**config.mk**
```make
export PLATFORM = sky130hd
export DESIGN_NAME = sup_reset_gen
export DESIGN_NICKNAME = d
export VERILOG_FILES = /design/src/rtl/sup_reset_pkg.sv /design/src/rtl/sup_sync.sv /design/src/rtl/sup_glitch_filter.sv /design/src/rtl/sup_stretch.sv /design/src/rtl/sup_reset_gen.sv
export SDC_FILE = /design/constraint.sdc
export NUM_CORES = 1
export LEC_CHECK = 0
export ABC_AREA = 1
export BUFFER_PORTS_ARGS = -buffer_cell sky130_fd_sc_hd__clkbuf_2
export CAP_MARGIN = 5
export CORE_MARGIN = 4
export CORE_UTILIZATION = 60
export DETAILED_ROUTE_END_ITERATION = 8
export PLACE_DENSITY = 0.78
export SYNTH_ARGS = -nofsm -noshare
export SYNTH_HDL_FRONTEND = slang
export SYNTH_SLANG_ARGS = --single-unit
export TNS_END_PERCENT = 20
```
**constraint.sdc**
```tcl
create_clock -name clk -period 1.6 [get_ports clk]
set_clock_uncertainty 0.05 [all_clocks]
set_input_delay 0.4 -clock clk [delete_from_list [all_inputs] [get_ports clk]]
set_output_delay 0.4 -clock clk [all_outputs]
set_load 0.1 [all_outputs]
```
**src/rtl/sup_reset_pkg.sv**
```systemverilog
package sup_reset_pkg;

  // Synchronized level inputs, one bit per asynchronous cause.
  typedef struct packed {
    logic supply_low;
    logic man_n;
    logic aux_n;
  } sup_in_t;

  // Value the synchronizer holds in reset: supply reported low, buttons idle.
  localparam sup_in_t SYNC_IDLE = '{supply_low: 1'b1, man_n: 1'b1, aux_n: 1'b1};

  // Bits needed to hold the values 0..n.
  function automatic int cnt_bits(input int n);
    return (n < 2) ? 1 : $clog2(n + 1);
  endfunction

  // Merged level hold from the synchronized causes and the filtered button.
  function automatic logic hold_merge(input sup_in_t s, input logic man_pressed);
    return s.supply_low | man_pressed | ~s.aux_n;
  endfunction

endpackage

```
**src/rtl/sup_sync.sv**
```systemverilog
module sup_sync #(
  parameter int W = 3,
  parameter int STAGES = 2,
  parameter logic [W-1:0] RST_VAL = '0
) (
  input  logic         clk,
  input  logic         rst_n,
  input  logic [W-1:0] d,
  output logic [W-1:0] q
);
  localparam int TOTAL = W * STAGES;

  logic [TOTAL-1:0] chain_q;

  generate
    if (STAGES == 1) begin : g_single
      always_ff @(posedge clk or negedge rst_n) begin
        if (!rst_n) chain_q <= RST_VAL;
        else        chain_q <= d;
      end
    end else begin : g_multi
      always_ff @(posedge clk or negedge rst_n) begin
        if (!rst_n) chain_q <= {STAGES{RST_VAL}};
        else        chain_q <= {chain_q[TOTAL-W-1:0], d};
      end
    end
  endgenerate

  assign q = chain_q[TOTAL-1 -: W];
endmodule

```
**src/rtl/sup_glitch_filter.sv**
```systemverilog
module sup_glitch_filter #(
  parameter int FILT_CYC = 4
) (
  input  logic clk,
  input  logic rst_n,
  input  logic pressed_i,
  output logic pressed_o
);
  import sup_reset_pkg::*;

  localparam int FW = cnt_bits(FILT_CYC);

  logic state_q;

  generate
    if (FILT_CYC <= 1) begin : g_nofilt
      always_ff @(posedge clk or negedge rst_n) begin
        if (!rst_n) state_q <= 1'b0;
        else        state_q <= pressed_i;
      end
    end else begin : g_filt
      logic [FW-1:0] run_q;
      always_ff @(posedge clk or negedge rst_n) begin
        if (!rst_n) begin
          state_q <= 1'b0;
          run_q   <= '0;
        end else if (pressed_i == state_q) begin
          run_q <= '0;
        end else if (run_q == FW'(FILT_CYC - 1)) begin
          state_q <= pressed_i;
          run_q   <= '0;
        end else begin
          run_q <= run_q + 1'b1;
        end
      end
    end
  endgenerate

  assign pressed_o = state_q;
endmodule

```
**src/rtl/sup_stretch.sv**
```systemverilog
module sup_stretch #(
  parameter int TRP_CYC = 20
) (
  input  logic clk,
  input  logic rst_n,
  input  logic hold_i,
  input  logic trip_i,
  output logic active_o
);
  import sup_reset_pkg::*;

  localparam int CW = cnt_bits(TRP_CYC);
  localparam logic [CW-1:0] LOAD = CW'(TRP_CYC);

  logic [CW-1:0] left_q;

  always_ff @(posedge clk or negedge rst_n) begin
    if (!rst_n)                left_q <= LOAD;
    else if (hold_i || trip_i) left_q <= LOAD;
    else if (left_q != '0)     left_q <= left_q - 1'b1;
  end

  assign active_o = (left_q != '0);
endmodule

```
**src/rtl/sup_reset_gen.sv**
```systemverilog
module sup_reset_gen #(
  parameter int TRP_CYC     = 30_000_000,
  parameter int FILT_CYC    = 200,
  parameter int SYNC_STAGES = 2
) (
  input  logic clk,
  input  logic rst_n,
  input  logic supply_low_i,
  input  logic man_rst_n_i,
  input  logic aux_rst_n_i,
  input  logic wdog_trip_i,
  output logic rst_n_o,
  output logic rst_o,
  output logic rst_active_o
);
  import sup_reset_pkg::*;

  localparam int IN_W = $bits(sup_in_t);

  sup_in_t sync_d;
  sup_in_t sync_q;
  logic    man_press_sync;
  logic    man_hold;
  logic    level_hold;
  logic    stretch_active;

  assign sync_d = '{supply_low: supply_low_i, man_n: man_rst_n_i, aux_n: aux_rst_n_i};

  sup_sync #(
    .W       (IN_W),
    .STAGES  (SYNC_STAGES),
    .RST_VAL (SYNC_IDLE)
  ) u_sync (
    .clk   (clk),
    .rst_n (rst_n),
    .d     (sync_d),
    .q     (sync_q)
  );

  assign man_press_sync = ~sync_q.man_n;

  sup_glitch_filter #(
    .FILT_CYC (FILT_CYC)
  ) u_filt (
    .clk       (clk),
    .rst_n     (rst_n),
    .pressed_i (man_press_sync),
    .pressed_o (man_hold)
  );

  assign level_hold = hold_merge(sync_q, man_hold);

  sup_stretch #(
    .TRP_CYC (TRP_CYC)
  ) u_stretch (
    .clk      (clk),
    .rst_n    (rst_n),
    .hold_i   (level_hold),
    .trip_i   (wdog_trip_i),
    .active_o (stretch_active)
  );

  assign rst_o        = stretch_active;
  assign rst_n_o      = ~stretch_active;
  assign rst_active_o = stretch_active;
endmodule

```
==> results of run 1 <==
[cell type report]
class | instances | area (um^2) | share of cell area, %
clock inverters | 3 | 46.3 | 1.52
repair buffers | 54 | 447 | 14.6
clock buffers | 5 | 68.8 | 2.26
flip-flops and latches | 40 | 1020 | 33.5
inverters | 42 | 169 | 5.54
multi-input cells | 211 | 1240 | 40.6
well taps | 48 | 60.1 | 1.97
[worst max path at each step]
| stage | to | slack, ps | cells past startpoint | startpoint |
|---|---|---|---|---|
| after floorplan | rst_n_o | -350 | 7 | u_stretch.left_q[16] |
| after CTS | rst_n_o | -450 | 8 | u_stretch.left_q[21] |
| after global placement | rst_n_o | -80 | 8 | u_stretch.left_q[11] |
| after global routing | rst_n_o | -520 | 8 | u_stretch.left_q[14] |
| final | rst_n_o | -460 | 8 | u_stretch.left_q[15] |
| after detailed placement | rst_n_o | -90 | 8 | u_stretch.left_q[11] |
[Yosys cell counts (2+ instances only)]
cell type   n  area (um^2)
o21a_1      2         15.0
a21oi_1     4         20.0
nand2_2     8         50.1
a21o_1      3         22.5
dfrtp_1    24          601
nand3_4     2         35.0
nand3b_1    2         15.0
dfstp_2    16          420
nor3_1      2         10.0
nand3_2     2         20.0
ha_1        3         37.5
o21ai_0     3         15.0
nor2_4     11          124
nor2_2      9         56.3
nand4_1    12         75.1
nor2_1     51          191
inv_2       3         11.3
inv_1      36          135
nand2_4     3         33.8
nand2_1    47          176
nand3_1    35          175
buf_4       2         15.0
o21ai_1     2         10.0
xor2_1      6         52.6
[cell usage in the layout (no fill, tap or decap), types with 2 or more instances in the layout]
| master | instances |
|---|---|
| a21oi_1 | 3 |
| o21ai_0 | 3 |
| clkbuf_8 | 5 |
| nand3b_1 | 2 |
| dfstp_2 | 16 |
| nor3_1 | 2 |
| nor2_4 | 14 |
| nand4_1 | 12 |
| inv_1 | 34 |
| clkbuf_2 | 5 |
| nand3_2 | 3 |
| inv_2 | 4 |
| dfrtp_1 | 24 |
| nor2_1 | 44 |
| nand2_2 | 6 |
| nand2_4 | 5 |
| buf_12 | 4 |
| o21a_1 | 2 |
| a21o_1 | 3 |
| nand3_4 | 2 |
| xor2_1 | 6 |
| o21ai_2 | 2 |
| nand2_1 | 46 |
| ha_2 | 2 |
| buf_4 | 44 |
| clkinvlp_4 | 2 |
| nand3_1 | 34 |
| nor2_2 | 13 |
[report_power, final]
group	internal (uW)	leakage (uW)	switching, uW
Clock	470	0.0000548	395
Combinational	81.8	0.000905	150
Sequential	1040	0.000499	15.8
[what timing repair did]
action	in CTS	in global routing
endpoints found under the setup margin	4	18
buffers inserted	1	1
resized for setup	3	9
pin swaps	1	6
[critical path: stages (launching register included)]
cell and delay, ps:
dfstp_2 390, nor2_2 180, nand2_2 100, inv_2 80, nand2_4 60, nor2_4 160
nand2_8 90, clkinvlp_4 90, buf_12 160
[through the flow]
stage	instance area [um^2]	setup TNS, ps
3_5_place_dp	2880	-93.3
4_1_cts	3010	-1180
2_1_floorplan	2420	-591
6_report	3050	-1500
3_3_place_gp	2880	-77.7
5_1_grt	3050	-2640
[kinds of logic after synthesis]
logic type                 synth area share (%)
xor gates and xnor gates                   2.21
buffers and inverters                      8.06
AOI/OAI and AO/OA                          3.85
adders and majority gates                  1.58
and+or+nand+nor                            41.3
DFF                                        43.0
[registers in the layout, summed over array words and instances, names as in the netlist]
signal               count
u_stretch.left_q        25
u_filt.g_filt.run_q      8
u_sync.chain_q           6
u_filt.pressed_o         1
[routing by layer]
layer  GRT usage (%)  part of all wire (%)  vias to the layer above  routed length (um)
li1                -                     -                     1053                   -
met1            33.2                    41                     1043                2540
met2            43.6                    49                       77                3030
met3            5.40                   6.5                       24                 401
met4            12.9                   3.8                        0                 237
met5               0                     0                        -                   0
==> flow_summary_export.csv, run 1 <==
group,metric,value,unit
critical_path,crit_type,"flip-flop to output port",
synth,yosys_warnings,0,
synth,synth_ff_type,"dfrtp_1",
cells_and_area,area_growth,28.5,%
critical_path,ff2ff_path_depth,10,
pwr,power.density,706,mW/mm^2
global_route,antenna_found_initial,0,
floorplanning,start_util,63.4,%
floorplanning,die_area,0.00503,mm^2
clock_network,htree_levels,2,
synth,synth_edf_count,0,
synth,postSynthAreaPerCell,8.02,um^2
critical_path,critPathLaunchType,"flip-flop",
clock_network,cts.sinks,40,
clock_network,ctsHoldBuffers,0,
detailed_routing,vias,2197,
synth,synth_fp_nets,305,
critical_path,worstPathRequired,1150,ps
clock_network,cts_root_buf,"clkbuf_8",
placement,dp_cells,393,
detailed_routing,drtIter0Drc,132,
cells_and_area,drive_gt1_share,38.0,%
floorplanning,die_h,70.9,um
clock_network,cts_max_path_buffers,2,
global_route,grt_start_max_net_pins,41,
cells_and_area,fin_nets,363,
floorplanning,die_w,70.9,um
floorplanning,io_pins,9,
placement,dp_slack,-86.1,ps
cells_and_area,nFillCells,237,
sta,slew_violations,0,
critical_path,r2r-start,"u_stretch.left_q[20]",
sta,final.min_clock_period,2060,ps
synth,ys_seq_elements,40,
global_route,grt_usage,26.5,%
synth,synth_cells,296,
cells_and_area,final_core_util,81.5,%
floorplanning,core_area,0.00374,mm^2
flow_run,cap_viol_max_count,0,
pwr,p_leak,0.00146,uW
sta,worst_hold_slack,-2.41,ps
detailed_routing,routedWlPerCell,15.4,um
sta,max_freq,486,MHz
pwr,ir_worst_vdd,1080,uV
detailed_routing,dr.pass1.iters,4,
floorplanning,fp-row-count,22,
status,status,"finished, violations left",
status,violations,"hold timing, setup timing",
critical_path,ff2ff_setup_slack,-50,ps
cells_and_area,antennaDiodeCount,0,
critical_path,endpoint_kind,"output port",
sta,rsz0062_at_grt,"yes",
placement,place_congestion,0.900,
min_path,hp-class,"input pin to async pin",
sta,setup_viol,10,
cells_and_area,stdcell_count,403,
synth,syn-cell-area,0.00237,mm^2
placement,hpwlAfterDp,4.41,mm
critical_path,regToRegEndpoint,"u_stretch.left_q[12]",
pwr,power,2150,uW
detailed_routing,ant_nets,0,
clock_network,cts_tree,"done",
clock_network,path_clk_slew,90,ps
sta,fin_crit_sh,129,%
placement,port_buffers,8,
detailed_routing,drt_wl_total,6.21,mm
synth,yosysSeqAreaShare,43.0,%
sta,slew_headroom,79.9,%
clock_network,insertion_delay,310,ps
critical_path,critPathArrivalTime,1610,ps
sta,fin_ws,-457,ps
detailed_routing,detail_route.vias_per_cell,5.45,
critical_path,critical_path.max_fanout,4,
global_route,grt_pass1_vias,2167,
synth,ys_async_sr_fraction,100,%
global_route,grt_pass1_wl,10.3,mm
clock_network,numCtsBuffers,5,
detailed_routing,drc,0,
global_route,grt.overflow.total,0,
sta,finalHoldViolations,2,
synth,synth_cell_type_count,32,
sta,tightest_slew,300,ps
No activity file was read; power rests on OpenSTA's default activity.
==> inputs of run 2 (changes only) <==
Settings changed: SKIP_CTS_REPAIR_TIMING from default to 1.
==> flow_summary_export.csv, run 2 (synthesis results as in run 1) <==
group,metric,value,unit
floorplanning,die_area,0.00503,mm^2
pwr,p_seq_share,48.8,%
flow_run,cap_viol_max_count,0,
status,violations,"hold timing, setup timing",
sta,setup_viol,4,
cells_and_area,antennaDiodeCount,0,
status,status,"finished, violations left",
sta,max_freq,491,MHz
global_route,grt.overflow.total,0,
clock_network,path_clk_slew,90,ps
global_route,grt_pass1_wl,10.1,mm
sta,tightest_slew,299,ps
critical_path,ff2ff_path_depth,8,
floorplanning,io_pins,9,
floorplanning,die_w,70.9,um
critical_path,crit_slowest_cell,"dfrtp_1",
detailed_routing,drc,0,
cells_and_area,finish.instance_area,0.00309,mm^2
clock_network,cts_max_path_buffers,2,
sta,fin_crit_sh,127,%
clock_network,htree_levels,2,
cells_and_area,top_regs,"u_stretch.left_q: 25 flops, u_filt.g_filt.run_q: 8 flops, u_sync.chain_q: 6 flops",
pwr,clockPowerShare,39.9,%
pwr,internal_power,1600,uW
sta,fin_ws,-436,ps
critical_path,cp_slowest_stage_delay,400,ps
global_route,grt_usage,25.9,%
cells_and_area,fin_nets,365,
global_route,grt_start_max_net_pins,41,
pwr,ir_worst_vdd,1050,uV
sta,rsz0062_at_grt,"yes",
pwr,power.density,700,mW/mm^2
detailed_routing,drtIter0Drc,141,
pwr,swShare,26.0,%
cells_and_area,largest_register,"u_stretch.left_q",
critical_path,crit_type,"flip-flop to output port",
global_route,antenna_found_initial,0,
cells_and_area,multiInputGateArea,0.00127,mm^2
global_route,grt_pass1_vias,2142,
detailed_routing,drt_wl_total,6.20,mm
critical_path,critical_path.max_fanout,4,
cells_and_area,seq_area,0.00102,mm^2
detailed_routing,routedWlPerCell,15.3,um
detailed_routing,ant_nets,0,
sta,setup-tns-final,-1200,ps
cells_and_area,final_core_util,82.7,%
clock_network,cts_tree,"done",
cells_and_area,largest_reg_flops,25,
placement,place_congestion,0.900,
pwr,p_comb_share,11.3,%
critical_path,regToRegEndpoint,"u_stretch.left_q[23]",
cells_and_area,area_growth,30.3,%
pwr,p_leak,0.00147,uW
clock_network,insertion_delay,310,ps
sta,worst_hold_slack,-2.34,ps
placement,hpwlAfterDp,4.41,mm
floorplanning,core_area,0.00374,mm^2
floorplanning,fp-row-count,22,
floorplanning,start_util,63.4,%
clock_network,cts_root_buf,"clkbuf_8",
cells_and_area,final_common_cell,"buf_4",
placement,placed_area,0.00288,mm^2
sta,final.min_clock_period,2040,ps
critical_path,worstPathRequired,1150,ps
critical_path,critPathLaunchType,"flip-flop",
cells_and_area,final_cell_mix,"buf_4, nand2_1, nor2_1",
detailed_routing,vias,2230,
placement,port_buffers,8,
cells_and_area,drive_gt1_share,39.2,%
cells_and_area,nFillCells,227,
critical_path,r2r-start,"u_stretch.left_q[12]",
critical_path,critPathArrivalTime,1590,ps
critical_path,endpoint_kind,"output port",
critical_path,ff2ff_setup_slack,-50,ps
floorplanning,die_h,70.9,um
pwr,switchingPower,563,uW
detailed_routing,detail_route.vias_per_cell,5.51,
sta,slew_violations,0,
detailed_routing,dr.pass1.iters,5,
min_path,hp-class,"input pin to async pin",
sta,slew_headroom,80.0,%
critical_path,crit_chain,"nor2_2, nand2_2, inv_2, nand2_4, nor2_4, nand2_8, clkinvlp_4, buf_12",
clock_network,numCtsBuffers,5,
clock_network,cts.sinks,40,
sta,finalHoldViolations,2,
-- run 2: cell count changes in the layout (fill, tap and decap cells not counted), moves of 2 or more --
cell and change:
nor2_4 +5, buf_4 +3, nor2_1 -3, nor2_2 -2
-- run 2: power groups by stage --
stage               sequential, uW  combinational, uW  clock (uW)
finish                        1060                244         864
global route                  1060                267         928
CTS                           1060                223         874
detailed placement            1070                221           0
global placement              1070                216           0
floorplan                     1070                124           0
-- run 2: critical path: cells and delay by family, from the launching register on --
| kind | cells | cell delay [ps] |
|---|---|---|
| and+or+nand+nor | 5 | 550 |
| DFF | 1 | 400 |
| buffers and inverters | 3 | 320 |
-- run 2: final cells by class --
class / count / area share, %
multi-input cells: 211 / 41.1
flip-flops and latches: 40 / 33.0
repair buffers: 56 / 14.8
inverters: 42 / 5.46
clock buffers: 5 / 2.22
well taps: 48 / 1.94
clock inverters: 3 / 1.50
-- run 2: layer usage --
layer  share of wire, %  track usage, %
met1                 42            33.0
met5                  0               0
met2                 48            42.3
met4                3.8            11.9
met3                5.9            5.40
-- run 2: worst max-delay path by stage --
| stage | from | endpoint | slack (ps) | depth (start not counted) |
|---|---|---|---|---|
| 6_report | u_stretch.left_q[21] | rst_n_o | -440 | 8 |
| 3_5_place_dp | u_stretch.left_q[11] | rst_n_o | -90 | 8 |
| 4_1_cts | u_stretch.left_q[21] | rst_n_o | -480 | 8 |
| 5_1_grt | u_stretch.left_q[21] | rst_n_o | -520 | 8 |
| 2_1_floorplan | u_stretch.left_q[16] | rst_n_o | -350 | 7 |
| 3_3_place_gp | u_stretch.left_q[11] | rst_n_o | -80 | 8 |
-- run 2: metrics by stage --
step,std cells,power [uW],setup WS (ps),hold slack (ps)
3_3_place_gp,393,1290,-77.6,296
4_1_cts,401,2150,-481,9.56
2_1_floorplan,296,1200,-349,54.4
6_report,405,2160,-436,-2.34
3_5_place_dp,393,1300,-86.1,298
5_1_grt,405,2250,-524,6.46
